File: config.mk
export PLATFORM = sky130hd
export DESIGN_NAME = tpkt_deframer
export DESIGN_NICKNAME = d
export VERILOG_FILES = /design/src/rtl/tpkt_pkg.sv /design/src/rtl/tpkt_hdr_decode.sv /design/src/rtl/tpkt_seq_track.sv /design/src/rtl/tpkt_deframer.sv
export SDC_FILE = /design/constraint.sdc
export NUM_CORES = 1
export LEC_CHECK = 0
export ABC_CLOCK_PERIOD_IN_PS = 2600
export BUFFER_PORTS_ARGS = -buffer_cell sky130_fd_sc_hd__buf_2
export CORE_ASPECT_RATIO = 0.7
export CORE_UTILIZATION = 40
export DETAILED_ROUTE_END_ITERATION = 10
export GPL_ROUTABILITY_DRIVEN = 0
export PLACE_DENSITY = 0.67
export SYNTH_ARGS = -nofsm -noshare
export SYNTH_HDL_FRONTEND = slang
export SYNTH_HIERARCHICAL = 1
export SYNTH_SLANG_ARGS = --single-unit
File: constraint.sdc
create_clock -name clk -period 2.6 [get_ports clk]
set_input_delay 0.26 -clock clk [delete_from_list [all_inputs] [get_ports clk]]
set_output_delay 0.26 -clock clk [all_outputs]
set_load 0.05 [all_outputs]
File: src/rtl/tpkt_pkg.sv
// Shared constants and types for the timed sample packet deframer.
// Assumes a single 32-bit sample channel per payload word.
package tpkt_pkg;
    localparam logic [3:0] NIB_FIRST = 4'b0001;
    localparam logic [3:0] NIB_LAST  = 4'b0010;

    // Flag positions inside the 5-bit flag field of an entry
    localparam int F_SERR   = 0;
    localparam int F_LAST   = 1;
    localparam int F_SENDAT = 2;
    localparam int F_EOB    = 3;
    localparam int F_SOB    = 4;

    typedef enum logic [2:0] {
        ST_IDLE, ST_TS_SEC, ST_TS_HI, ST_TS_LO, ST_SAMP, ST_TRAIL, ST_DROP
    } fsm_t;
endpackage

File: src/rtl/tpkt_hdr_decode.sv
// Header decoder: turns the header fields into a word count that follows
// the header and flags a length too short to hold one sample.
// Assumes the length field counts the header word itself.
module tpkt_hdr_decode #(
    parameter int LEN_W = 16
) (
    input  logic             trl_bit,
    input  logic [2:0]       ts_marks,
    input  logic [LEN_W-1:0] len,
    output logic             timed,
    output logic [LEN_W-1:0] rem_init,
    output logic             len_bad
);
    logic [LEN_W-1:0] overhead;

    // Decode timestamp presence, overhead words and remaining word count
    always_comb begin
        timed    = &ts_marks;
        overhead = LEN_W'(1) + (timed ? LEN_W'(3) : '0) + LEN_W'(trl_bit);
        rem_init = len - LEN_W'(1);
        len_bad  = (len <= overhead);
    end
endmodule

File: src/rtl/tpkt_seq_track.sv
// Sequence tracker: holds the expected packet sequence number, resyncs to
// received+1 on every valid header, and is loadable through a settings write.
// Assumes a settings write and a header in the same cycle favour the write.
module tpkt_seq_track #(
    parameter int          SEQ_W    = 4,
    parameter int          CFG_AW   = 8,
    parameter int          CFG_DW   = 32,
    parameter logic [7:0]  CFG_BASE = 8'h10
) (
    input  logic              clk,
    input  logic              rst_n,
    input  logic              cfg_stb,
    input  logic [CFG_AW-1:0] cfg_addr,
    input  logic [CFG_DW-1:0] cfg_data,
    input  logic              hdr_take,
    input  logic [SEQ_W-1:0]  hdr_seq,
    output logic              mismatch
);
    logic [SEQ_W-1:0] exp_q;
    logic             cfg_hit;
    logic             unused_cfg_hi;

    assign unused_cfg_hi = ^cfg_data[CFG_DW-1:SEQ_W];
    assign cfg_hit       = cfg_stb && (cfg_addr == CFG_AW'(CFG_BASE));
    assign mismatch      = (hdr_seq != exp_q);

    // Update the expected sequence number
    always_ff @(posedge clk) begin
        if (!rst_n)        exp_q <= '0;
        else if (cfg_hit)  exp_q <= cfg_data[SEQ_W-1:0];
        else if (hdr_take) exp_q <= hdr_seq + SEQ_W'(1);
    end

    // a write to the base address loads the expected value
    a_r10_cfg_load: assert property (@(posedge clk) disable iff (!rst_n)
        cfg_hit |=> exp_q == $past(cfg_data[SEQ_W-1:0]));
    // after a header (no write) the next expected is header seq + 1
    a_r9_resync: assert property (@(posedge clk) disable iff (!rst_n)
        (hdr_take && !cfg_hit) |=> exp_q == $past(hdr_seq) + SEQ_W'(1));
endmodule

File: src/rtl/tpkt_deframer.sv
// Timed sample packet deframer top: parses header and optional timestamp,
// strips header, timestamp and trailer, checks framing against the length,
// and emits one entry per sample through a single output register.
// Assumes one 32-bit sample per payload word and packets of >= 1 sample.
module tpkt_deframer
    import tpkt_pkg::*;
#(
    parameter int         DATA_W   = 32,
    parameter int         NIB_W    = 4,
    parameter int         TIME_W   = 64,
    parameter int         IDX_W    = 16,
    parameter int         LEN_W    = 16,
    parameter int         SEQ_W    = 4,
    parameter int         FLAG_W   = 5,
    parameter int         CFG_AW   = 8,
    parameter int         CFG_DW   = 32,
    parameter logic [7:0] CFG_BASE = 8'h10,
    localparam int        IN_W     = NIB_W + DATA_W,
    localparam int        IDX_LO   = DATA_W,
    localparam int        TIME_LO  = DATA_W + IDX_W,
    localparam int        FLAG_LO  = TIME_LO + TIME_W,
    localparam int        OUT_W    = FLAG_LO + FLAG_W
) (
    input  logic              clk,
    input  logic              rst_n,
    input  logic              cfg_stb,
    input  logic [CFG_AW-1:0] cfg_addr,
    input  logic [CFG_DW-1:0] cfg_data,
    input  logic [IN_W-1:0]   in_data,
    input  logic              in_valid,
    output logic              in_ready,
    output logic [OUT_W-1:0]  out_data,
    output logic              out_valid,
    input  logic              out_ready,
    output logic              err_pulse
);
    localparam int HALF_T = TIME_W / 2;

    fsm_t              st_q, st_nx;
    logic [LEN_W-1:0]  rem_q;
    logic [IDX_W-1:0]  idx_q;
    logic [TIME_W-1:0] time_q;
    logic              sob_q, eob_q, timed_q, trl_q, serr_q;
    logic              err_q;

    logic              acc, is_first, is_last, last_samp;
    logic              emit, err_now, hdr_take;
    logic              hdr_timed, hdr_bad, seq_mis;
    logic [LEN_W-1:0]  hdr_rem;
    logic [NIB_W-1:0]  nib;
    logic [DATA_W-1:0] word;
    logic [FLAG_W-1:0] flags;

    assign nib       = in_data[IN_W-1:DATA_W];
    assign word      = in_data[DATA_W-1:0];
    assign in_ready  = !(out_valid && !out_ready);
    assign acc       = in_valid && in_ready;
    assign is_first  = (nib == NIB_FIRST);
    assign is_last   = (nib == NIB_LAST);
    assign last_samp = trl_q ? (rem_q == LEN_W'(2)) : (rem_q == LEN_W'(1));
    assign err_pulse = err_q;

    tpkt_hdr_decode #(.LEN_W(LEN_W)) u_hdr (
        .trl_bit  (word[26]),
        .ts_marks ({word[23], word[22], word[20]}),
        .len      (word[LEN_W-1:0]),
        .timed    (hdr_timed),
        .rem_init (hdr_rem),
        .len_bad  (hdr_bad)
    );

    tpkt_seq_track #(.SEQ_W(SEQ_W), .CFG_AW(CFG_AW), .CFG_DW(CFG_DW),
                     .CFG_BASE(CFG_BASE)) u_seq (
        .clk      (clk),
        .rst_n    (rst_n),
        .cfg_stb  (cfg_stb),
        .cfg_addr (cfg_addr),
        .cfg_data (cfg_data),
        .hdr_take (hdr_take),
        .hdr_seq  (word[16 +: SEQ_W]),
        .mismatch (seq_mis)
    );

    // Decide next state, whether the accepted word emits, and framing faults
    always_comb begin
        st_nx    = st_q;
        emit     = 1'b0;
        err_now  = 1'b0;
        hdr_take = 1'b0;
        if (acc) begin
            case (st_q)
                ST_IDLE: begin
                    if (!is_first)     err_now = 1'b1;
                    else if (hdr_bad) begin
                        err_now = 1'b1;
                        st_nx   = ST_DROP;
                    end else begin
                        hdr_take = 1'b1;
                        st_nx    = hdr_timed ? ST_TS_SEC : ST_SAMP;
                    end
                end
                ST_TS_SEC, ST_TS_HI, ST_TS_LO: begin
                    if (is_last) begin
                        err_now = 1'b1;
                        st_nx   = ST_IDLE;
                    end else if (st_q == ST_TS_SEC) st_nx = ST_TS_HI;
                    else if (st_q == ST_TS_HI)      st_nx = ST_TS_LO;
                    else                            st_nx = ST_SAMP;
                end
                ST_SAMP: begin
                    if (is_last && !(last_samp && !trl_q)) begin
                        err_now = 1'b1;
                        st_nx   = ST_IDLE;
                    end else if (last_samp && !trl_q && !is_last) begin
                        err_now = 1'b1;
                        st_nx   = ST_DROP;
                    end else begin
                        emit = 1'b1;
                        if (last_samp) st_nx = trl_q ? ST_TRAIL : ST_IDLE;
                    end
                end
                ST_TRAIL: begin
                    if (!is_last) begin
                        err_now = 1'b1;
                        st_nx   = ST_DROP;
                    end else st_nx = ST_IDLE;
                end
                ST_DROP:  if (is_last) st_nx = ST_IDLE;
                default:  st_nx = ST_IDLE;
            endcase
        end
    end

    // Assemble the flag field of the entry for the current sample
    always_comb begin
        flags           = '0;
        flags[F_SOB]    = sob_q && (idx_q == '0);
        flags[F_EOB]    = eob_q && last_samp;
        flags[F_SENDAT] = timed_q;
        flags[F_LAST]   = last_samp;
        flags[F_SERR]   = serr_q;
    end

    // Parser state, word countdown, sample index and latched header fields
    always_ff @(posedge clk) begin
        if (!rst_n) begin
            st_q    <= ST_IDLE;
            rem_q   <= '0;
            idx_q   <= '0;
            time_q  <= '0;
            sob_q   <= 1'b0;
            eob_q   <= 1'b0;
            timed_q <= 1'b0;
            trl_q   <= 1'b0;
            serr_q  <= 1'b0;
        end else begin
            st_q <= st_nx;
            if (hdr_take) begin
                rem_q   <= hdr_rem;
                idx_q   <= '0;
                time_q  <= '0;
                sob_q   <= word[25];
                eob_q   <= word[24];
                timed_q <= hdr_timed;
                trl_q   <= word[26];
                serr_q  <= seq_mis;
            end else if (acc && st_q != ST_IDLE && st_q != ST_DROP) begin
                rem_q <= rem_q - LEN_W'(1);
                if (st_q == ST_TS_HI) time_q[TIME_W-1:HALF_T] <= word[HALF_T-1:0];
                if (st_q == ST_TS_LO) time_q[HALF_T-1:0]      <= word[HALF_T-1:0];
                if (emit)             idx_q <= idx_q + IDX_W'(1);
            end
        end
    end

    // Output entry register with backpressure hold
    always_ff @(posedge clk) begin
        if (!rst_n) begin
            out_valid <= 1'b0;
            out_data  <= '0;
        end else if (emit) begin
            out_valid <= 1'b1;
            out_data  <= {flags, time_q, idx_q, word};
        end else if (out_ready) begin
            out_valid <= 1'b0;
        end
    end

    // Registered one-cycle framing error
    always_ff @(posedge clk) begin
        if (!rst_n) err_q <= 1'b0;
        else        err_q <= err_now;
    end

    // a held entry stays valid and unchanged while not taken
    a_r11_hold: assert property (@(posedge clk) disable iff (!rst_n)
        (out_valid && !out_ready) |=> (out_valid && $stable(out_data)));
    // an error pulse only follows an accepted word
    a_r12_err_after_word: assert property (@(posedge clk) disable iff (!rst_n)
        err_pulse |-> $past(in_valid && in_ready));
    // burst end only on a last sample, burst start only at index 0
    a_r5_eob_on_last: assert property (@(posedge clk) disable iff (!rst_n)
        (out_valid && out_data[FLAG_LO+F_EOB]) |-> out_data[FLAG_LO+F_LAST]);
    a_r5_sob_first: assert property (@(posedge clk) disable iff (!rst_n)
        (out_valid && out_data[FLAG_LO+F_SOB]) |-> (out_data[IDX_LO +: IDX_W] == '0));
    // untimed entries carry zero time
    a_r3_time_zero: assert property (@(posedge clk) disable iff (!rst_n)
        (out_valid && !out_data[FLAG_LO+F_SENDAT]) |-> (out_data[TIME_LO +: TIME_W] == '0));
endmodule

==> out/results.txt, run 1 <==
htree depth = 1
vias in the first global route = 7796
final std cell area, no fill = 0.0121 mm²
drt total wl = 27400 µm
crit-path max cell delay = 0.41 ns
die area = 0.0237 mm²
Post-synth EDFFs = 0
maximum root-to-sink buffer count = 3
fillcell total = 2158
Seq/Total Area, Yosys = 49.2%
cell family with most CP delay = simple AND/OR/NAND/NOR gates
Max Clk Rate = 378 MHz
Max-Cap Viols = 0
Area Overhead vs Synth = 30.7%
layout cells sized above 1 = 26.9%
Clock Latency Late Sink = 0.51 ns
status = finished, violations left
fraction of synthesis flops using an asynchronous set or reset pin = 0%
Tmin final = 2.65 ns
skew final = 0.00926 ns
initial antenna violation count = 0
CP Buf/Inv Count = 2
worst slew pin tran = 0.923 ns
Synth Flop Type = dfxtp_1
critical path endpoint category = flip-flop
Int Pwr = 5.55 mW
DRC Markers = 0
Synth Net Count = 1261
Root Driver = clkbuf_16
row count = 46
relative slew slack = 38.4%
DR iter-0 viols = 609
Reg power frac = 48.2%
hold path start = cfg_data[1]
dpl cells = 1633
fin nets = 1462
R2R Path Start = rem_q[3]$_SDFFE_PN0P_
DIE WIDTH = 184 µm
count of unique library cells instantiated by Yosys = 65
pin count of the biggest net entering global routing = 136
Final Hold Fails = 0
CTS tree = built
Placed Instance Area = 0.0107 mm²
Avg Cell Area, Syn = 7.92 µm²
failing checks = setup timing
Hold/Removal Path Class = in -> reg
Max VDD drop = 0.405 mV
commonest cells after routing, fill and taps aside = nand2_1, dfxtp_1, buf_2
Period Utilization, post-route = 102%
clock sinks = 227
commonest non-fill, non-tap cell in the layout = nand2_1
Die H = 129 µm
slowest cell on the critical path = or3_4
Required @ worst endpoint = 3.05 ns
CP Cell Sequence = nor4_4 -> nand4_1 -> or3_4 -> inv_2 -> ha_4 -> and4bb_2 -> nand4_1 -> buf_6 -> or3_4 -> a21oi_2
GR Overflow Total = 0
crit-path max FO = 8
pwr dens = 607 mW/mm²
Clock power frac = 43.6%
total I/O pin count = 201
kind of critical path = reg -> reg
# setup viols final = 7
RSZ-0062 raised after global routing = true
final non-filler cell total = 1696
CP startpoint kind = flip-flop
GRT Total Usage = 20.9%
WL/cell = 16.2 µm
ant diodes = 0
Detailed Place HPWL = 17100 µm
switching share of total power = 24.4%
synthesized flop and latch total = 227
mapped cell area = 0.00924 mm²
Detailed Routing Iterations Pass 1 = 5
PnR worst setup slack = -0.0462 ns
post-route ant nets = 0
total CTS buffers = 23
core area = 0.0227 mm²
Initial Util = 40.8%
CTS clk-pin slew, worst paths = 0.06 ns
Port-buffer cells = 172
first-pass GRT wire length = 40300 µm
combinational power share = 8.3%
Lkg Pwr = 4.71 nW
hold slack = 0.00921 ns
Arrival @ worst endpoint = 3.09 ns
Net Sw Power = 1.79 mW
Mapped Cells = 1167
via/cell ratio = 5.20
Yosys warnings = 6
Setup crit start = rem_q[3]$_SDFFE_PN0P_
setup TNS = -0.120 ns
vias post-DR = 8824
max-slew violations = 0
-- metal layers --
layer  vias up  part of all wire [%]  GRT usage [%]
met2       280                    44           33.3
met3        36                   6.5           3.74
met5         -                     0              0
li1       4302                     -              -
met4         0                   1.7           4.80
met1      4206                    48           29.4
-- flip-flops by register name, summed over array words and instances (netlist names) --
name and count:
eob_q 1, out_data 117, err_pulse 1, time_q 64
st_q 3, out_valid 1, sob_q 1, u_seq/exp_q 4
rem_q 16, serr_q 1, trl_q 1, timed_q 1
idx_q 16
-- cells by family after synthesis --
| kind of cell | share of synthesized area (%) |
|---|---|
| AO/OA/AOI/OAI | 15.0 |
| XOR/XNOR | 3.41 |
| adder cells (fa/ha/maj) | 1.76 |
| buffers and inverters | 4.54 |
| flip-flops | 49.2 |
| multiplexers | 0.772 |
| AND/OR/NAND/NOR | 25.3 |
-- cell usage after synthesis (4+ instances only) --
master    number  area (µm²)
a211oi_1       7        52.6
a21oi_1      205        1030
and3_1         5        31.3
buf_1          6        22.5
buf_2         12        60.1
buf_6          4        45.0
clkbuf_1      55         206
dfxtp_1      227        4540
ha_1          13         163
inv_1         16        60.1
mux2i_1        6        60.1
nand2_1      391        1470
nand2b_1       4        25.0
nand3_1       22         110
nand4_1       10        62.6
nor2_1        31         116
nor2b_1        7        43.8
nor3_1        23         115
nor4_1        10        62.6
o211ai_1       5        37.5
o21ai_0       11        55.1
or3_1          5        31.3
or4_1          4        30.0
xnor2_1       24         210
xor2_1        12         105
-- power by group through the flow --
stage | combinational [mW] | sequential, mW | clock (mW)
finish | 0.605 | 3.53 | 3.20
global route | 0.653 | 3.53 | 3.39
CTS | 0.546 | 3.53 | 3.25
detailed placement | 0.532 | 3.61 | 0
global placement | 0.526 | 3.61 | 0
floorplan | 0.258 | 3.64 | 0
-- what timing repair did --
action | 4_1_cts | 5_1_grt
hold buffers | 1 | 0
pin swaps | 6 | 68
resized for setup | 8 | 71
setup endpoints to repair | 121 | 63
endpoints found under the hold margin | 1 | 0
setup buffers | 2 | 8
cloned | 0 | 11
-- worst reg2reg max path: stages (launching register included) --
cell and delay, ns:
dfxtp_2 0.33, nor4_4 0.28, nand4_1 0.17, or3_4 0.41
inv_2 0.07, ha_4 0.12, and4bb_2 0.25, nand4_1 0.24
buf_6 0.23, or3_4 0.36, a21oi_2 0.11
-- stage by stage --
step	util (%)	total power [mW]	setup WS, ns
floorplan	-	3.90	0.0180
global placement	47.4	4.13	-0.248
detailed placement	47.4	4.14	-0.358
CTS	50.8	7.33	-0.00778
global route	53.3	7.58	-0.162
finish	53.3	7.33	-0.0462
-- path summary, 6_finish.rpt --
path / endpoint / slack [ns] / cells past startpoint
max: idx_q[3]$_SDFFE_PP0P_ / -0.05 / 10
min: u_seq/exp_q[1]$_SDFFE_PN0P_ / 0.009 / 2
max reg2reg: idx_q[3]$_SDFFE_PP0P_ / -0.05 / 10
min reg2reg: out_data[104]$_SDFFE_PN0P_ / 0.45 / 2
-- cell type report --
cell class	instances	area, µm²	share of cell area (%)
multi-input combinational	842	4550	37.7
clock buffer	32	629	5.21
inverter	18	71.3	0.590
tap	312	390	3.23
timing repair buffer	256	1810	15.0
clock inverter	9	82.6	0.683
sequential	227	4550	37.6
(Power assumes the default switching activity.)
==> inputs of run 2 (changes only) <==
--- a/config.mk
+++ b/config.mk
@@ -9,6 +9,7 @@
 export BUFFER_PORTS_ARGS = -buffer_cell sky130_fd_sc_hd__buf_2
 export CORE_ASPECT_RATIO = 0.7
 export CORE_UTILIZATION = 40
+export CTS_BUF_LIST = sky130_fd_sc_hd__clkbuf_8
 export DETAILED_ROUTE_END_ITERATION = 10
 export GPL_ROUTABILITY_DRIVEN = 0
 export PLACE_DENSITY = 0.67
==> run 2 against run 1 <==
The flow now finishes without violations. Power grew 0.43%. Clock power increased by 2%. Core utilization fell by 0.80 points. Combinational power down 5.5%. Hold slack gained 0.022 ns. First-iteration DRC count is 13% lower. Cell count rose by 1.2%. Critical path type unchanged. Largest cell class is now registers. Largest power group unchanged.
==> out/results.txt, run 2 (synthesis gave the netlist of run 1 again) <==
Max-Cap Viols = 0 (unchanged)
Required @ worst endpoint = 3.03 ns (-0.02 ns)
dpl cells = 1633 (unchanged)
maximum root-to-sink buffer count = 3 (unchanged)
Tmin final = 2.58 ns (-0.0688 ns)
die area = 0.0237 mm² (unchanged)
post-route ant nets = 0 (unchanged)
total CTS buffers = 37 (+61%)
combinational power share = 7.8% (-0.5 points)
Net Sw Power = 1.79 mW (-0.14%)
clock sinks = 227 (unchanged)
Root Driver = clkbuf_8
max-slew violations = 0 (unchanged)
WL/cell = 15.5 µm (-4.4%)
Hold/Removal Path Class = in -> reg
relative slew slack = 42.1% (+3.7 points)
Final Hold Fails = 0 (unchanged)
Clock Latency Late Sink = 0.52 ns (about the same)
Arrival @ worst endpoint = 3.01 ns (-0.08 ns)
kind of critical path = reg -> reg
fin util = 52.5% (-0.80 points)
depth of the most critical reg-to-reg path = 12 (+2)
layout cells sized above 1 = 24.1% (-2.7 points)
Initial Util = 40.8% (unchanged)
critical path endpoint category = flip-flop
switching share of total power = 24.3% (-0.14 points)
Lkg Pwr = 4.76 nW (+0.92%)
DRC Markers = 0 (unchanged)
skew final = 0.0311 ns (+0.0218 ns)
ant diodes = 0 (unchanged)
Period Utilization, post-route = 99.1% (-2.6 points)
CTS tree = built
pin count of the biggest net entering global routing = 136 (unchanged)
RSZ-0062 raised after global routing = true
Detailed Routing Iterations Pass 1 = 5 (unchanged)
CP startpoint kind = flip-flop
DR iter-0 viols = 528 (-13%)
max reg flops = 117 (unchanged)
initial antenna violation count = 0 (unchanged)
most flop-heavy register = out_data
Largest regs = out_data x117, time_q x64
htree depth = 2 (+1)
GRT Total Usage = 21.2% (+0.28 points)
vias post-DR = 8842 (+0.20%)
total I/O pin count = 201 (unchanged)
Max Clk Rate = 388 MHz (+2.7%)
fin nets = 1474 (+0.82%)
Placed Instance Area = 0.0107 mm² (unchanged)
Port-buffer cells = 172 (unchanged)
Area Overhead vs Synth = 28.8%
final non-filler cell total = 1716 (+1.2%)
first-pass GRT wire length = 40600 µm (+0.58%)
commonest non-fill, non-tap cell in the layout = nand2_1
worst r2r dst = out_data[16]$_SDFFE_PN0P_
Clock power frac = 44.2% (+0.6 points)
commonest cells after routing, fill and taps aside = nand2_1, dfxtp_1, a21oi_1
row count = 46 (unchanged)
CTS clk-pin slew, worst paths = 0.06 ns (about the same)
pwr dens = 619 mW/mm² (+2.0%)
critical path capture point = out_data[16]$_SDFFE_PN0P_
crit-path max FO = 12 (+4)
via/cell ratio = 5.15 (-0.96%)
Int Pwr = 5.58 mW (+0.61%)
GR Overflow Total = 0 (unchanged)
DIE WIDTH = 184 µm (unchanged)
worst slew pin tran = 0.868 ns (-0.0551 ns)
Reg power frac = 48.0% (-0.2 points)
Max VDD drop = 0.341 mV (-16%)
overall power = 7.37 mW (+0.43%)
Die H = 129 µm (unchanged)
flop2flop setup slack = 0.02 ns (+0.07 ns)
vias in the first global route = 7886 (+1.2%)
drt total wl = 26500 µm (-3.2%)
# setup viols final = 0 (-7)
core area = 0.0227 mm² (unchanged)
final std cell area, no fill = 0.0119 mm² (-1.5%)
status = complete, no violations
R2R Path Start = rem_q[6]$_SDFFE_PN0P_
Detailed Place HPWL = 17100 µm (unchanged)
Setup crit start = rem_q[6]$_SDFFE_PN0P_
## run 2: cell count changes in the layout (fill, tap and decap cells not counted), sizes merged
cell         previous run  this run
clkbuf                 40        51
buf                   247       242
bufinv                  1         2
clkinvlp                1         0
inv                    19        27
clkinv                  6         4
dlygate4sd3             1         9
## run 2: layout make-up
class                   count  area [µm²]
clock inverters            15         118
clock buffers              48         661
flip-flops and latches    227        4550
inverters                  18        71.3
multi-input cells         842        4430
well taps                 312         390
repair buffers            254        1690
fillers                  2202       10800
## run 2: worst min-delay path by stage
stage / slack [ns] / end / from / depth (start not counted)
after floorplan: 0.39 / u_seq/exp_q[0]$_SDFFE_PN0P_ / rst_n / 1
after global placement: 0.44 / out_data[30]$_SDFFE_PN0P_ / out_data[30]$_SDFFE_PN0P_ / 2
after detailed placement: 0.44 / out_data[108]$_SDFFE_PN0P_ / time_q[60]$_SDFFE_PP0P_ / 2
after CTS: 0.005 / u_seq/exp_q[2]$_SDFFE_PN0P_ / cfg_data[2] / 3
after global routing: 0.01 / u_seq/exp_q[2]$_SDFFE_PN0P_ / cfg_data[2] / 3
final: 0.03 / u_seq/exp_q[2]$_SDFFE_PN0P_ / cfg_data[2] / 3
## run 2: timing repair
item | 4_1_cts | 5_1_grt
cloned | 0 | 4
hold buffers | 9 | 0
endpoints found under the hold margin | 18 | 0
gates resized for setup | 4 | 26
endpoints found under the setup margin | 116 | 112
pin swaps | 3 | 20
setup buffers | 2 | 5
## run 2: worst max-delay path: stages (launching register included)
cell,delay (ns)
dfxtp_2,0.34
nor4_4,0.28
nand4_1,0.17
or3_4,0.41
inv_2,0.07
ha_4,0.19
and4bb_2,0.24
buf_4,0.14
nand3_4,0.16
buf_4,0.15
buf_12,0.13
nand2_1,0.06
a21oi_1,0.15
## run 2: power groups by stage
stage	logic (mW)	registers, mW	clock network, mW
after floorplan	0.258	3.64	0
after global placement	0.526	3.61	0
after detailed placement	0.532	3.61	0
after CTS	0.551	3.53	3.33
after global routing	0.622	3.54	3.48
final	0.572	3.54	3.26
## run 2: per-layer routing
| metal | vias up | wire length, µm | GRT usage [%] |
|---|---|---|---|
| met5 | - | 0 | 0 |
| met2 | 270 | 11600 | 33.6 |
| met4 | 0 | 464 | 5.93 |
| li1 | 4337 | - | - |
| met3 | 49 | 1760 | 4.41 |
| met1 | 4186 | 12700 | 29.2 |
## run 2: metrics by stage
| step | worst slack, ns | setup TNS [ns] | hold slack, ns |
|---|---|---|---|
| after floorplan | 0.0180 | 0 | 0.388 |
| after global placement | -0.248 | -14.25 | 0.438 |
| after detailed placement | -0.358 | -22.50 | 0.444 |
| after CTS | 0.000561 | 0 | 0.00543 |
| after global routing | -0.0887 | -3.24 | 0.0133 |
| final | 0.0226 | 0 | 0.0312 |
